**src/rtl/trig_seq_pkg.sv**
```systemverilog
package trig_seq_pkg;
  localparam int unsigned NUM_CH = 3;
  localparam int unsigned SEL_W  = 4;

  typedef enum logic [2:0] {
    ST_IDLE  = 3'd0,
    ST_ONE   = 3'd1,
    ST_TWO   = 3'd2,
    ST_THREE = 3'd3,
    ST_FINAL = 3'd4
  } seq_st_e;

  // per-channel target out of stage one; ST_ONE means "no effect"
  function automatic seq_st_e sel_target(input logic [SEL_W-1:0] sel, input int ch);
    seq_st_e t;
    t = ST_ONE;
    case (sel)
      4'd0:  t = ST_FINAL;
      4'd1:  if (ch == 1) t = ST_THREE;
      4'd2:  if (ch == 2) t = ST_TWO;
      4'd3:  if (ch == 1) t = ST_TWO;
      4'd4:  if (ch == 0) t = ST_TWO; else if (ch == 1) t = ST_THREE;
      4'd5:  if (ch == 0) t = ST_FINAL; else if (ch == 1) t = ST_THREE;
      4'd6:  if (ch == 0) t = ST_TWO; else if (ch == 2) t = ST_THREE;
      4'd7:  if (ch != 2) t = ST_TWO;
      4'd9:  if (ch == 0) t = ST_THREE;
      4'd13: if (ch == 1) t = ST_TWO; else t = ST_FINAL;
      default: t = ST_ONE;
    endcase
    return t;
  endfunction
endpackage

```
**src/rtl/trig_sel_decode.sv**
```systemverilog
module trig_sel_decode
  import trig_seq_pkg::*;
#(
  parameter int unsigned CH = NUM_CH,
  parameter int unsigned SW = SEL_W
) (
  input  logic [SW-1:0] sel_i,
  input  logic [CH-1:0] hit_i,
  output logic          go_o,
  output seq_st_e       next_o
);
  seq_st_e tgt [CH];

  for (genvar c = 0; c < CH; c++) begin : g_ch
    assign tgt[c] = sel_target(sel_i, c);
  end

  always_comb begin
    go_o   = 1'b0;
    next_o = ST_ONE;
    // lowest channel assigned last so it wins
    for (int c = CH - 1; c >= 0; c--) begin
      if (hit_i[c] && tgt[c] != ST_ONE) begin
        go_o   = 1'b1;
        next_o = tgt[c];
      end
    end
    // a final target overrides any channel order
    for (int c = 0; c < CH; c++) begin
      if (hit_i[c] && tgt[c] == ST_FINAL) next_o = ST_FINAL;
    end
  end
endmodule

```
**src/rtl/trig_seq_regs.sv**
```systemverilog
module trig_seq_regs #(
  parameter int unsigned        AW       = 8,
  parameter int unsigned        DW       = 8,
  parameter int unsigned        BW       = 2,
  parameter int unsigned        SW       = 4,
  parameter logic [AW-1:0]      REG_ADDR = 8'h27
) (
  input  logic          clk_i,
  input  logic          rst_ni,
  input  logic [BW-1:0] bank_i,
  input  logic [AW-1:0] addr_i,
  input  logic          wr_i,
  input  logic [DW-1:0] wdata_i,
  input  logic          rd_i,
  input  logic          armed_i,
  output logic [DW-1:0] rdata_o,
  output logic [SW-1:0] sel_o
);
  localparam int unsigned PAD_W = DW - SW;

  logic          hit;
  logic [SW-1:0] sel_q;

  assign hit = (bank_i == '0) && (addr_i == REG_ADDR);

  always_ff @(posedge clk_i or negedge rst_ni) begin
    if (!rst_ni)                  sel_q <= '0;
    else if (wr_i && hit && !armed_i) sel_q <= wdata_i[SW-1:0];
  end

  assign rdata_o = (rd_i && hit) ? {{PAD_W{1'b0}}, sel_q} : '0;
  assign sel_o   = sel_q;

  AST_WR_LOCKED_ARMED: assert property (@(posedge clk_i) disable iff (!rst_ni)
    armed_i |=> $stable(sel_q));
  AST_WR_LOCKED_BANK: assert property (@(posedge clk_i) disable iff (!rst_ni)
    (bank_i != '0) |=> $stable(sel_q));
  AST_RD_OFF_BANK_ZERO: assert property (@(posedge clk_i) disable iff (!rst_ni)
    (bank_i != '0) |-> (rdata_o == '0));
endmodule

```
**src/rtl/trig_seq_fsm.sv**
```systemverilog
module trig_seq_fsm
  import trig_seq_pkg::*;
#(
  parameter int unsigned CH = NUM_CH
) (
  input  logic          clk_i,
  input  logic          rst_ni,
  input  logic          arm_i,
  input  logic          disarm_i,
  input  logic [CH-1:0] hit_i,
  input  logic          go_i,
  input  seq_st_e       dec_next_i,
  output seq_st_e       state_o,
  output logic          trig_o
);
  seq_st_e state_q, state_d;
  logic    trig_q;

  always_comb begin
    state_d = state_q;
    if (disarm_i) state_d = ST_IDLE;
    else begin
      unique case (state_q)
        ST_IDLE:  if (arm_i) state_d = ST_ONE;
        ST_ONE:   if (go_i) state_d = dec_next_i;
        ST_TWO, ST_THREE: if (|hit_i) state_d = ST_FINAL;
        ST_FINAL: state_d = ST_FINAL;
        default:  state_d = ST_IDLE;
      endcase
    end
  end

  always_ff @(posedge clk_i or negedge rst_ni) begin
    if (!rst_ni) begin
      state_q <= ST_IDLE;
      trig_q  <= 1'b0;
    end else begin
      state_q <= state_d;
      trig_q  <= (state_d == ST_FINAL) && (state_q != ST_FINAL);
    end
  end

  assign state_o = state_q;
  assign trig_o  = trig_q;

  AST_DISARM_IDLE: assert property (@(posedge clk_i) disable iff (!rst_ni)
    disarm_i |=> (state_q == ST_IDLE));
  AST_FINAL_STICKY: assert property (@(posedge clk_i) disable iff (!rst_ni)
    (state_q == ST_FINAL && !disarm_i) |=> (state_q == ST_FINAL));
  AST_ONE_HOLD_NO_HIT: assert property (@(posedge clk_i) disable iff (!rst_ni)
    (state_q == ST_ONE && !disarm_i && hit_i == '0) |=> (state_q == ST_ONE));
  AST_TRIG_ON_ENTRY: assert property (@(posedge clk_i) disable iff (!rst_ni)
    trig_q |-> (state_q == ST_FINAL && $past(state_q) != ST_FINAL));
  AST_TRIG_ONE_CYCLE: assert property (@(posedge clk_i) disable iff (!rst_ni)
    trig_q |=> !trig_q);
endmodule

```
**src/rtl/trig_seq.sv**
```systemverilog
module trig_seq
  import trig_seq_pkg::*;
#(
  parameter int unsigned        AW       = 8,
  parameter int unsigned        DW       = 8,
  parameter int unsigned        BW       = 2,
  parameter logic [AW-1:0]      REG_ADDR = 8'h27
) (
  input  logic              clk_i,
  input  logic              rst_ni,
  input  logic [BW-1:0]     bank_i,
  input  logic [AW-1:0]     addr_i,
  input  logic              wr_i,
  input  logic [DW-1:0]     wdata_i,
  input  logic              rd_i,
  output logic [DW-1:0]     rdata_o,
  input  logic              arm_i,
  input  logic              disarm_i,
  input  logic [NUM_CH-1:0] match_i,
  input  logic [NUM_CH-1:0] cmp_en_i,
  output logic [2:0]        state_o,
  output logic              trig_o
);
  logic [SEL_W-1:0]  sel;
  logic [NUM_CH-1:0] hits;
  logic              go;
  seq_st_e           dec_next, state;

  assign hits = match_i & cmp_en_i;

  trig_seq_regs #(
    .AW(AW), .DW(DW), .BW(BW), .SW(SEL_W), .REG_ADDR(REG_ADDR)
  ) u_regs (
    .clk_i   (clk_i),
    .rst_ni  (rst_ni),
    .bank_i  (bank_i),
    .addr_i  (addr_i),
    .wr_i    (wr_i),
    .wdata_i (wdata_i),
    .rd_i    (rd_i),
    .armed_i (state != ST_IDLE),
    .rdata_o (rdata_o),
    .sel_o   (sel)
  );

  trig_sel_decode #(.CH(NUM_CH), .SW(SEL_W)) u_dec (
    .sel_i  (sel),
    .hit_i  (hits),
    .go_o   (go),
    .next_o (dec_next)
  );

  trig_seq_fsm #(.CH(NUM_CH)) u_fsm (
    .clk_i      (clk_i),
    .rst_ni     (rst_ni),
    .arm_i      (arm_i),
    .disarm_i   (disarm_i),
    .hit_i      (hits),
    .go_i       (go),
    .dec_next_i (dec_next),
    .state_o    (state),
    .trig_o     (trig_o)
  );

  assign state_o = state;

  AST_PRIO_FINAL_SEL13: assert property (@(posedge clk_i) disable iff (!rst_ni)
    (state == ST_ONE && !disarm_i && sel == 4'd13 && hits[0] && hits[1])
    |=> (state == ST_FINAL));
  AST_DISABLED_IGNORED: assert property (@(posedge clk_i) disable iff (!rst_ni)
    (state != ST_IDLE && !disarm_i && cmp_en_i == '0) |=> $stable(state));
endmodule

```
**config.mk**
```make
export PLATFORM = sky130hd
export DESIGN_NAME = trig_seq
export DESIGN_NICKNAME = d
export VERILOG_FILES = /design/src/rtl/trig_seq_pkg.sv /design/src/rtl/trig_sel_decode.sv /design/src/rtl/trig_seq_regs.sv /design/src/rtl/trig_seq_fsm.sv /design/src/rtl/trig_seq.sv
export SDC_FILE = /design/constraint.sdc
export NUM_CORES = 1
export LEC_CHECK = 0
export BUFFER_PORTS_ARGS = -buffer_cell sky130_fd_sc_hd__buf_4
export CAP_MARGIN = 20
export CORE_MARGIN = 4
export CORE_UTILIZATION = 41
export CTS_CLUSTER_DIAMETER = 200
export DETAILED_ROUTE_END_ITERATION = 16
export PLACE_DENSITY_LB_ADDON = 0.1
export SLEW_MARGIN = 0
export SYNTH_ARGS = -nofsm -noshare
export SYNTH_HDL_FRONTEND = slang
export SYNTH_HIERARCHICAL = 1
export SYNTH_SLANG_ARGS = --single-unit
```
**constraint.sdc**
```tcl
create_clock -name clk_i -period 1.9 [get_ports clk_i]
set_input_delay 0.475 -clock clk_i [delete_from_list [all_inputs] [get_ports clk_i]]
set_output_delay 0.475 -clock clk_i [all_outputs]
set_load 0.02 [all_outputs]
```
==> summary.md <==
| Metric | Value |
|---|---|
| Outcome | `finished, violations left` |
| Failing checks | `setup timing` |
| Max frequency | `499 MHz` |
| Max Fanout on Critical Path | `6` |
| Max_cap viols | `0` |
| Final ANT Viol Nets | `0` |
| Yosys reg bits | `8` |
| CTS tree | `yes` |
| Number of global-route vias before repair | `between 1,000 and 1,500` |
| Crit path kind | `reg2reg` |
| Ranking of synthesized cells by instance count | `8 x a21oi_1, 8 x and2_1, 8 x dfrtp_1, 5 x buf_4, 5 x inv_1` |
| Via count | `1,004` |
| Critical path arrival | `approximately 2100 ps` |
| Cts bufs inserted | `3` |
| Initial Util | `0.441` |
| Site Rows | `16` |
| Wirelength per Cell | `14.1 um` |
| Syn Std Cell Area | `a little under 900 sq um` |
| Clk_lat worst skew | `approximately 240 ps` |
| Finished Layout Cells | `~190` |
| Initial DRC count | `29` |
| DR pass1 iterations | `5` |
| Share of layout cells above drive strength 1 | `0.596` |
| Total GRT Usage | `0.192` |
| Tcrit/Tclk final | `1.06` |
| Worst-path clk slew | `around 50 ps` |
| Final wirelength | `2650 um` |
| Cell Pwr Density | `342 nW/um^2` |
| Setup-failing EPs final | `2` |
| Library cells used by synthesis | `between 40 and 50` |
| CP top delay family | `compound AO/OA/AOI/OAI gates` |
| Number of flops mapped to enable cells by yosys | `0` |
| I/O pins | `42` |
| Yosys synthesis warning count | `6` |
| Crit end category | `flop` |
| Via density | `5.34` |
| Port buffer count | `33` |
| Final Hold Violating Endpoints | `0` |
| Worst-path cell chain | `buf_6 > and2b_1 > and3_1 > o21ai_0 > a21oi_2 > and2b_2 > a32o_1 > o211a_1` |
| Worst Path Required | `2020 ps` |
| Sequential fraction of the synthesis area | `0.227` |
| Final Util | `0.734` |
| Type of element launching the critical path | `flop` |
| Bufs on Longest Clock Path | `2` |
| Tmin final | `between 2000 and 2500 ps` |
| Area leader, netlist | `dfrtp_1` |
| Worst hold path class | `in2async` |
| DP HPWL | `1900 um` |
| Antenna violations before repair | `0` |
| Final worst slack | `-106 ps` |
| Cts hold-fix bufs | `0` |
| Final nets | `slightly below 200` |
| DR DRC count | `0` |
| Die width | `around 54 um` |
| Htree depth | `1` |
| Slowest cell on crit path | `dfrtp_2` |
| Clock Sinks | `8` |
| Synth area leaders | `dfrtp_1 23%, and2_1 5.7%, nor4b_4 5.4%` |
| Die area | `a little under 3000 sq um` |
| Top-area cell type share of the netlist area | `0.227` |
| Root buf cell | `clkbuf_4` |
| Synthesized instance count | `100` |
| Slew Limit Fails | `0` |
| CP Buf/Inv Count | `1` |
| Clock skew | `approximately 6.6 ps` |
| RSZ-0062 raised after global routing | `true` |
| Crit-path max cell delay | `approximately 420 ps` |
| Grt total ovfl | `0` |
| RD Place Congestion | `roughly 0.87` |
| Post-Place Cells | `approximately 180` |
| Die H | `~54 um` |
| Pleak | `roughly 0.74 nW` |
| Avg Synthesized Cell Area | `8.82 sq um` |
| Layout Area Growth over Synthesis | `66.5%` |
| Diode count | `0` |
| Async set-or-reset flop fraction in the synthesized netlist | `1.00` |
| Core area | `approximately 2000 sq um` |
| Top FF cell, synth | `dfrtp_1` |
| Worst IR Drop VDD | `around 0.51 mV` |
| Largest net degree at the start of global routing | `10` |
| First-pass GRT wire length | `~4200 um` |
## cell type report
class	instances	area, sq um
repair buffers	64	533
multi-input cells	81	657
fillers	150	533
clock buffers	3	22.5
well taps	27	33.8
flip-flops and latches	8	204
inverters	5	18.8
## final timing paths
path | from | to | slack [ps] | depth (start not counted)
setup reg to reg | u_regs/sel_o[0] | u_fsm/trig_o | -110 | 8
hold / removal | rst_ni | u_regs/sel_o[2] | 30 | 1
setup / recovery | u_regs/sel_o[0] | u_fsm/trig_o | -110 | 8
min in group clk_i | wdata_i[2] | u_regs/sel_o[2] | 450 | 2
hold reg to reg | u_fsm/state_o[1] | u_fsm/state_o[2] | 610 | 2
max in group asynchronous | rst_ni | u_regs/sel_o[1] | 1730 | 1
## per-layer routing
| metal | share of wire | up-vias | GRT usage |
|---|---|---|---|
| li1 | - | 490 | - |
| met1 | 0.39 | 483 | 0.214 |
| met2 | 0.55 | 29 | 0.367 |
| met3 | 0.054 | 2 | 0.0327 |
| met4 | 0.0060 | 0 | 0.0539 |
| met5 | 0 | - | 0 |
## flip-flops by register name (all words and copies together), names as in the netlist
| register | count |
|---|---|
| u_fsm/trig_o | 1 |
| u_regs/sel_o | 4 |
| u_fsm/state_o | 3 |
## report_power, final
part           switching [mW]  internal (mW)
logic                  0.0865          0.111
clock network          0.0483         0.0716
registers             0.00815          0.177
## through the flow
step	cell area [sq um]	total power [mW]	setup WS [ps]	hold WS, ps	TNS [ps]
after CTS	1400	0.500	-63.5	26.8	-117
after global routing	1470	0.541	-186	23.0	-458
final	1470	0.502	-106	33.2	-174
after detailed placement	1330	0.371	-289	294	-867
after floorplan	913	0.290	-74.6	179	-141
after global placement	1330	0.368	-284	293	-811
## layout by cell type, fill, tap and decap left out, types with 2 or more instances in the layout
cell	netlist	final
buf_4	5	53
buf_6	3	8
and2_4	0	7
a21oi_1	8	6
inv_1	5	5
dfrtp_1	8	5
nor2_1	4	4
conb_1	1	4
or3_1	3	3
clkbuf_4	0	3
nor2b_1	4	3
o21ai_0	4	3
nand2_1	3	3
mux2_1	3	3
dfrtp_2	0	3
buf_12	0	2
nand2b_1	2	2
and2b_1	2	2
nand3_1	2	2
nor3_2	0	2
a21o_1	2	2
a21oi_2	1	2
a221oi_2	2	2
nor3_1	4	2
nor4b_4	2	2
## kinds of logic after synthesis
group,share of synthesized area
AOI/OAI and AO/OA,0.250
DFF,0.227
muxes,0.0624
other,0.00425
buffers and inverters,0.106
and+or+nand+nor,0.350
## worst reg2reg max path, stage by stage (launching register included)
cell and delay (ps):
dfrtp_2 420, buf_6 140, and2b_1 210, and3_1 210, o21ai_0 130, a21oi_2 180
and2b_2 230, a32o_1 250, o211a_1 120
## repair_timing
item | 4_1_cts | 5_1_grt
pin swaps | 3 | 12
setup endpoints to repair | 3 | 8
gates resized for setup | 7 | 19
buffers inserted | 5 | 1
Power figures use the tool's default switching activity.
